**src/rtl/addr_seg_pkg.sv**
```systemverilog
package addr_seg_pkg;
  typedef enum logic [1:0] {
    MODE_KERN = 2'b00,
    MODE_SUP  = 2'b01,
    MODE_USER = 2'b10,
    MODE_RSVD = 2'b11
  } priv_e;

  typedef enum logic [2:0] {
    SEG_LOW   = 3'd0,
    SEG_DIRC  = 3'd1,
    SEG_DIRU  = 3'd2,
    SEG_SUPM  = 3'd3,
    SEG_KMAP  = 3'd4
  } seg_e;

  typedef enum logic [1:0] {
    FLT_NONE    = 2'b00,
    FLT_ADDR_RD = 2'b01,
    FLT_ADDR_WR = 2'b10
  } fault_e;
endpackage

```
**src/rtl/seg_classify.sv**
```systemverilog
module seg_classify
  import addr_seg_pkg::*;
(
  input  logic [2:0] top_bits,
  output seg_e       seg
);
  always_comb begin
    unique case (top_bits)
      3'd4:    seg = SEG_DIRC;
      3'd5:    seg = SEG_DIRU;
      3'd6:    seg = SEG_SUPM;
      3'd7:    seg = SEG_KMAP;
      default: seg = SEG_LOW;
    endcase
  end
endmodule

```
**src/rtl/seg_priv_check.sv**
```systemverilog
module seg_priv_check
  import addr_seg_pkg::*;
(
  input  seg_e       seg,
  input  logic [1:0] mode,
  output logic       legal
);
  logic is_kern, is_sup;
  always_comb begin
    is_kern = (mode == MODE_KERN);
    is_sup  = (mode == MODE_SUP);
    unique case (seg)
      SEG_LOW:  legal = 1'b1;
      SEG_SUPM: legal = is_kern | is_sup;
      default:  legal = is_kern;
    endcase
  end
endmodule

```
**src/rtl/seg_xlate.sv**
```systemverilog
module seg_xlate
  import addr_seg_pkg::*;
#(
  parameter int ADDR_W = 32
) (
  input  seg_e              seg,
  input  logic              err_level,
  input  logic [ADDR_W-1:0] vaddr,
  output logic              is_mapped,
  output logic [ADDR_W-1:0] direct_pa
);
  localparam int WIN_W = ADDR_W - 3;

  always_comb begin
    is_mapped = 1'b0;
    direct_pa = '0;
    unique case (seg)
      SEG_LOW: begin
        is_mapped = ~err_level;
        direct_pa = err_level ? vaddr : '0;
      end
      SEG_DIRC, SEG_DIRU: direct_pa = {3'b000, vaddr[WIN_W-1:0]};
      default: is_mapped = 1'b1;
    endcase
  end
endmodule

```
**src/rtl/fault_report.sv**
```systemverilog
module fault_report #(
  parameter int ADDR_W     = 32,
  parameter int ASID_W     = 8,
  parameter int PAIR_SHIFT = 13,
  parameter int CTX_LSB    = 4
) (
  input  logic [ADDR_W-PAIR_SHIFT-1:0]        vpn2,
  input  logic [ASID_W-1:0]                   asid,
  input  logic [ADDR_W-(ADDR_W-PAIR_SHIFT+CTX_LSB)-1:0] ctx_hi,
  output logic [ADDR_W-1:0]                   ctx_word,
  output logic [ADDR_W-1:0]                   tag_word
);
  localparam int GAP_W = PAIR_SHIFT - ASID_W;

  assign ctx_word = {ctx_hi, vpn2, {CTX_LSB{1'b0}}};

  generate
    if (GAP_W > 0) begin : g_gap
      assign tag_word = {vpn2, {GAP_W{1'b0}}, asid};
    end else begin : g_nogap
      assign tag_word = {vpn2, asid[PAIR_SHIFT-1:0]};
    end
  endgenerate
endmodule

```
**src/rtl/addr_seg_decoder.sv**
```systemverilog
module addr_seg_decoder
  import addr_seg_pkg::*;
#(
  parameter int ADDR_W     = 32,
  parameter int ASID_W     = 8,
  parameter int PAIR_SHIFT = 13,
  parameter int CTX_LSB    = 4,
  localparam int VPN_W     = ADDR_W - PAIR_SHIFT,
  localparam int CTX_HI_W  = ADDR_W - (VPN_W + CTX_LSB)
) (
  input  logic [ADDR_W-1:0]   vaddr,
  input  logic                is_store,
  input  logic [1:0]          priv_mode,
  input  logic                err_level,
  input  logic [ASID_W-1:0]   cur_asid,
  input  logic [CTX_HI_W-1:0] ctx_hi_in,
  output logic                map_req,
  output logic [ADDR_W-1:0]   phys_addr,
  output logic                perm_rd,
  output logic                perm_wr,
  output logic [1:0]          fault_code,
  output logic [ADDR_W-1:0]   bad_vaddr,
  output logic [ADDR_W-1:0]   ctx_out,
  output logic [ADDR_W-1:0]   entryhi_out
);
  seg_e              seg;
  logic              legal, is_mapped;
  logic [ADDR_W-1:0] direct_pa;

  seg_classify u_cls (.top_bits(vaddr[ADDR_W-1 -: 3]), .seg(seg));

  seg_priv_check u_chk (.seg(seg), .mode(priv_mode), .legal(legal));

  seg_xlate #(.ADDR_W(ADDR_W)) u_xl (
    .seg(seg), .err_level(err_level), .vaddr(vaddr),
    .is_mapped(is_mapped), .direct_pa(direct_pa)
  );

  fault_report #(
    .ADDR_W(ADDR_W), .ASID_W(ASID_W), .PAIR_SHIFT(PAIR_SHIFT), .CTX_LSB(CTX_LSB)
  ) u_rep (
    .vpn2(vaddr[ADDR_W-1:PAIR_SHIFT]), .asid(cur_asid), .ctx_hi(ctx_hi_in),
    .ctx_word(ctx_out), .tag_word(entryhi_out)
  );

  always_comb begin
    map_req    = legal & is_mapped;
    phys_addr  = (legal & ~is_mapped) ? direct_pa : '0;
    perm_rd    = legal & ~is_mapped;
    perm_wr    = legal & ~is_mapped;
    fault_code = legal ? FLT_NONE : (is_store ? FLT_ADDR_WR : FLT_ADDR_RD);
    bad_vaddr  = vaddr;
  end

  always_comb begin

    fault_excl_chk: assert (fault_code == 2'b00 || !(map_req || perm_rd || perm_wr));

    if (fault_code != 2'b00) begin
      fault_dir_chk: assert (fault_code == (is_store ? 2'b10 : 2'b01));
    end

    if (priv_mode[1] && vaddr[ADDR_W-1]) begin
      user_upper_chk: assert (fault_code != 2'b00);
    end

    if (!vaddr[ADDR_W-1] && err_level) begin
      erl_pass_chk: assert (phys_addr == vaddr && !map_req);
    end

    if (vaddr[ADDR_W-1] && perm_rd) begin
      direct_win_chk: assert (phys_addr[ADDR_W-1 -: 3] == 3'b000);
    end
  end
endmodule

```
**config.mk**
```make
export PLATFORM = sky130hd
export DESIGN_NAME = addr_seg_decoder
export DESIGN_NICKNAME = d
export VERILOG_FILES = /design/src/rtl/addr_seg_pkg.sv /design/src/rtl/seg_classify.sv /design/src/rtl/seg_priv_check.sv /design/src/rtl/seg_xlate.sv /design/src/rtl/fault_report.sv /design/src/rtl/addr_seg_decoder.sv
export SDC_FILE = /design/constraint.sdc
export NUM_CORES = 1
export LEC_CHECK = 0
export BUFFER_PORTS_ARGS = -buffer_cell sky130_fd_sc_hd__buf_2
export CAP_MARGIN = 20
export CORE_AREA = 2 2 73 75
export DETAILED_ROUTE_END_ITERATION = 12
export DIE_AREA = 0 0 75 77
export PLACE_DENSITY = 0.78
export SYNTH_ARGS = -nofsm -noshare
export SYNTH_HDL_FRONTEND = slang
export SYNTH_HIERARCHICAL = 1
export SYNTH_SLANG_ARGS = --single-unit
```
**constraint.sdc**
```tcl
create_clock -name vclk -period 2.9
set_clock_uncertainty 0.2 [all_clocks]
set_input_delay 0.435 -clock vclk [all_inputs]
set_output_delay 0.435 -clock vclk [all_outputs]
set_load 0.005 [all_outputs]
```
After elaboration in Yosys (flattened, before gate mapping)
Cells that the tools add are included.

word-level totals
  register bits = 0
  word-level logic and storage cells = 24
  bits of input ports = 53
  output and inout port bits = 133

cells by class
  muxes and demuxes = 8
  bitwise logic cells = 5
  eq/ne operators = 8
  reductions and logical operators = 3

operators by type and width
  cell                count
  $mux 32             2
  $pmux 32 s2         1
  $eq 3x3->1 const B  4
  $pmux 3 s4          1
  $eq 3x2->1 const B  2
  $mux 2              2
  $pmux 1 s2          2
  $eq 3x1->1 const B  1
  $logic_not 3->1     1
  $and 1x1->1         2
  $eq 2x1->1 const B  1
  $logic_not 2->1     1
  $not 1->1           2
  $reduce_or 2->1     1
  $or 1x1->1          1

Longest topological paths before layout
  depth after elaboration = 8
  gate-level depth with buffers = 8
  gate-level depth less buffers = 5

Cells and area by module
Netlist, hierarchy kept.

by module, submodules not included
  module            area each (µm²)  seq. area each (µm²)  instances  cells an instance
  addr_seg_decoder  614.3            0.0                   1          75
  fault_report      484.2            0.0                   1          65
  seg_xlate         462.9            0.0                   1          42
  seg_classify      31.3             0.0                   1          4
  seg_priv_check    25.0             0.0                   1          4

Worst setup path before layout
OpenSTA, ideal clock, no wires.

  kind = input-to-output
  from = in vaddr[29]
  to = out perm_wr
  cell stages on the path = 8
  slack = 462 ps
  arrival = 1803 ps
  data required time = 2265 ps
  path buffers = 3
  cell sequence = xor2_1 -> and2_1 -> a21o_1 -> buf_6 -> or2_1 -> buf_2 -> nor2b_1 -> buf_4

between the ends
  word-level cells in the longest chain between the ends = 7
  elaborated cells on any way between the ends = 14
  classes of those cells = eq/ne (7); mux (3); bitwise (2); reduce/logical (2)

RTL lines
  what                                      RTL line                source
  start: declaration                        addr_seg_decoder.sv:11  input logic [ADDR_W-1:0] vaddr,
  $eq 3x3->1                                seg_classify.sv:8       unique case (top_bits)
  $pmux 3 s4 *                              seg_classify.sv:8
  named net seg[1]                          addr_seg_decoder.sv:26  seg_e seg;
  $eq 3x1->1 or $eq 3x2->1 (tied branches)  seg_xlate.sv:17         unique case (seg)
  $reduce_or 2->1                           seg_xlate.sv:17
  $pmux 1 s2 *                              seg_xlate.sv:17
  named net is_mapped                       addr_seg_decoder.sv:27  logic legal, is_mapped;
  $not 1->1 *                               -
  $and 1x1->1 *                             -
  end: declaration                          addr_seg_decoder.sv:20  output logic perm_wr,

Mark *: on every way through the listed nets, which the timed path passes. The rest lies on a longest branch.

Worst setup path in the final report
  from = in vaddr[29]
  to = out fault_code[1]

between the ends
  word-level cells in the longest chain between the ends = 5
  elaborated cells on any way between the ends = 9
  classes of those cells = eq/ne (5); mux (3); reduce/logical (1)

RTL lines
  what                                           RTL line                source
  $eq 3x3->1                                     seg_classify.sv:8
  $pmux 3 s4 *                                   seg_classify.sv:8
  named net seg[1]                               addr_seg_decoder.sv:26
  $eq 3x2->1 or $logic_not 3->1 (tied branches)  seg_priv_check.sv:12    unique case (seg)
  $pmux 1 s2 *                                   seg_priv_check.sv:12
  named net legal                                addr_seg_decoder.sv:27
  $mux 2 *                                       addr_seg_decoder.sv:51  fault_code = legal ? FLT_NONE : (is_store ? FLT_ADDR_WR : FLT_ADDR_RD);
  end: declaration                               addr_seg_decoder.sv:21  output logic [1:0] fault_code,

Marked as above.

==> out/qor.yml <==
placed_design:
  dpl_worst_slack_ns: 0.223
  io_buffers: 143
  gp_congestion: 0.656
  post-dp-hpwl_um: 2970
logic_synthesis:
  syn_area_sq_um: 1620
  syn_area_per_cell_sq_um: 8.51
  ys_types: 21
  ys_warn_count: 6
  syn_inst: 190
  yosysSeqAreaShare: 0
timing:
  min_period_ns: 2.71
  setup_tns_ns: 0
  period_share: 0.935
  fmaxAchievable_ghz: 0.369
  maxSlewViolCount: 0
  worst_slack_ns: 0.189
  setup_viol: 0
  rsz0062_at_grt: "no"
  hold_violations: 0
die:
  rows: 26
  fp.dieW_um: 75
  dieArea_sq_um: 5780
  initial_core_util: 0.325
  ioPinCount: 186
  die_h_um: 77
  core-area_sq_um: 4980
global_route:
  grt_antenna_before_repair: 0
  grt_overflow: 0
  grt_pass1_vias: 1168
  grt_max_degree: 37
  grt_pass1_wl_um: 5360
  grt.total_usage: 0.109
hold_path:
  min_from: "ctx_hi_in[0]"
  hp-class: "primary input to output port"
route:
  route.detailed.drc: 0
  drtAntennaViolNets: 0
  avgRoutedWirePerCell_um: 12.1
  vias_per_cell: 4.37
  num_vias: 1347
  drt_wl_total_um: 3730
  drtIter0Drc: 49
  first_pass_iters: 4
run:
  drv_cap: 0
critical_path:
  critical_path_class: "primary input to output port"
  arrival_ns: 2.08
  critPathRequiredTime_ns: 2.27
  crit_fanout: 36
  startpoint: "vaddr[29]"
  start_kind: "primary input"
  end_kind: "output port"
power_and_ir_drop:
  ir_drop_mv: 0.0773
  leakage_uw: 0.00107
  power_density_nw_per_um2: 169
cells_and_area:
  diodes: 0
  nFlopsAndLatches: 0
  regArea_sq_um: 0
  drive_gt1_frac: 0.874
  clkbuf_count: 0
  fin_nets: 293
  nFillCells: 533
  utilization: 0.343
  syn_to_final_growth_pct: 5.65
clock_tree:
  post_cts_buffers: 0
  cts_resized: 0
  cts_hold_buf: 0
outcome:
  outcome: "completed"
## where the power goes
part | switching (uW) | total [uW] | leakage, uW | internal, uW
registers | 0 | 0 | 0 | 0
logic | 137 | 290 | 0.00107 | 153
clock network | 0 | 0 | 0 | 0
## path summary, 6_finish.rpt
| kind | end | slack (ns) | cells past startpoint |
|---|---|---|---|
| worst max-delay path | fault_code[1] | 0.19 | 8 |
| worst min-delay path | ctx_out[23] | 0.67 | 0 |
## layer usage
metal / wire (um) / up-vias / GRT usage / share of wire
li1: - / 619 / - / -
met1: 1330 / 632 / 0.115 / 0.36
met2: 2050 / 84 / 0.226 / 0.55
met3: 314 / 12 / 0.00394 / 0.084
met4: 36 / 0 / 0.0161 / 0.0097
met5: 0 / - / 0 / 0
## cell usage after synthesis
library cell	count	area [sq um]
nor4bb_1	1	10.0
buf_2	3	15.0
nor4b_1	1	8.76
nor2_1	2	7.51
and3_2	1	7.51
xor2_1	1	8.76
a21o_1	1	7.51
conb_1	1	3.75
buf_6	1	11.3
or3_1	1	6.26
and3b_1	7	61.3
or2_1	1	6.26
nor3_1	1	5.00
nor2b_1	1	6.26
and3b_2	25	250
clkbuf_2	3	15.0
and2b_2	2	17.5
and2_1	5	31.3
nor3b_2	29	363
buf_4	102	766
nor3_2	1	10.0
## worst max-delay path, stage by stage
cell	delay [ns]
buf_2	0.13
xor2_1	0.14
and2_1	0.26
nor4bb_1	0.30
or3_1	0.14
buf_4	0.29
and2b_2	0.26
buf_2	0.12
## cell usage in the layout, fill, tap and decap left out, drive strengths merged
| cell type | netlist | final |
|---|---|---|
| or2 | 1 | 1 |
| nor3b | 29 | 29 |
| and2b | 2 | 2 |
| buf | 106 | 149 |
| and2 | 5 | 5 |
| a21o | 1 | 1 |
| nor2 | 2 | 2 |
| and3 | 1 | 1 |
| and3b | 32 | 32 |
| nor4bb | 1 | 1 |
| nor4b | 1 | 1 |
| or3 | 1 | 1 |
| nor3 | 2 | 2 |
| nor2b | 1 | 1 |
| conb | 1 | 9 |
| xor2 | 1 | 1 |
## per-stage QoR
step	std cells	hold slack, ns	instance area, sq um	power [uW]
2_1_floorplan	198	0.697	1650	252
3_3_place_gp	308	0.670	1710	285
3_5_place_dp	308	0.670	1710	293
4_1_cts	308	0.670	1710	294
5_1_grt	308	0.670	1710	320
6_report	308	0.670	1710	290
## cell families (layout without fill, tap and decap cells)
kind of cell,after synthesis,count (layout),synth area share
xor gates and xnor gates,1,1,0.00541
other,1,9,0.00232
buffers and inverters,109,149,0.499
and+or+nand+nor,78,78,0.489
AOI/OAI and AO/OA,1,1,0.00464
## area by class of cell
| type | instances | area, sq um | area share |
|---|---|---|---|
| Multi-Input combinational cell | 89 | 848 | 0.496 |
| Timing Repair Buffer | 149 | 773 | 0.452 |
| Tap cell | 70 | 87.6 | 0.0512 |
(Power assumes the default switching activity.)
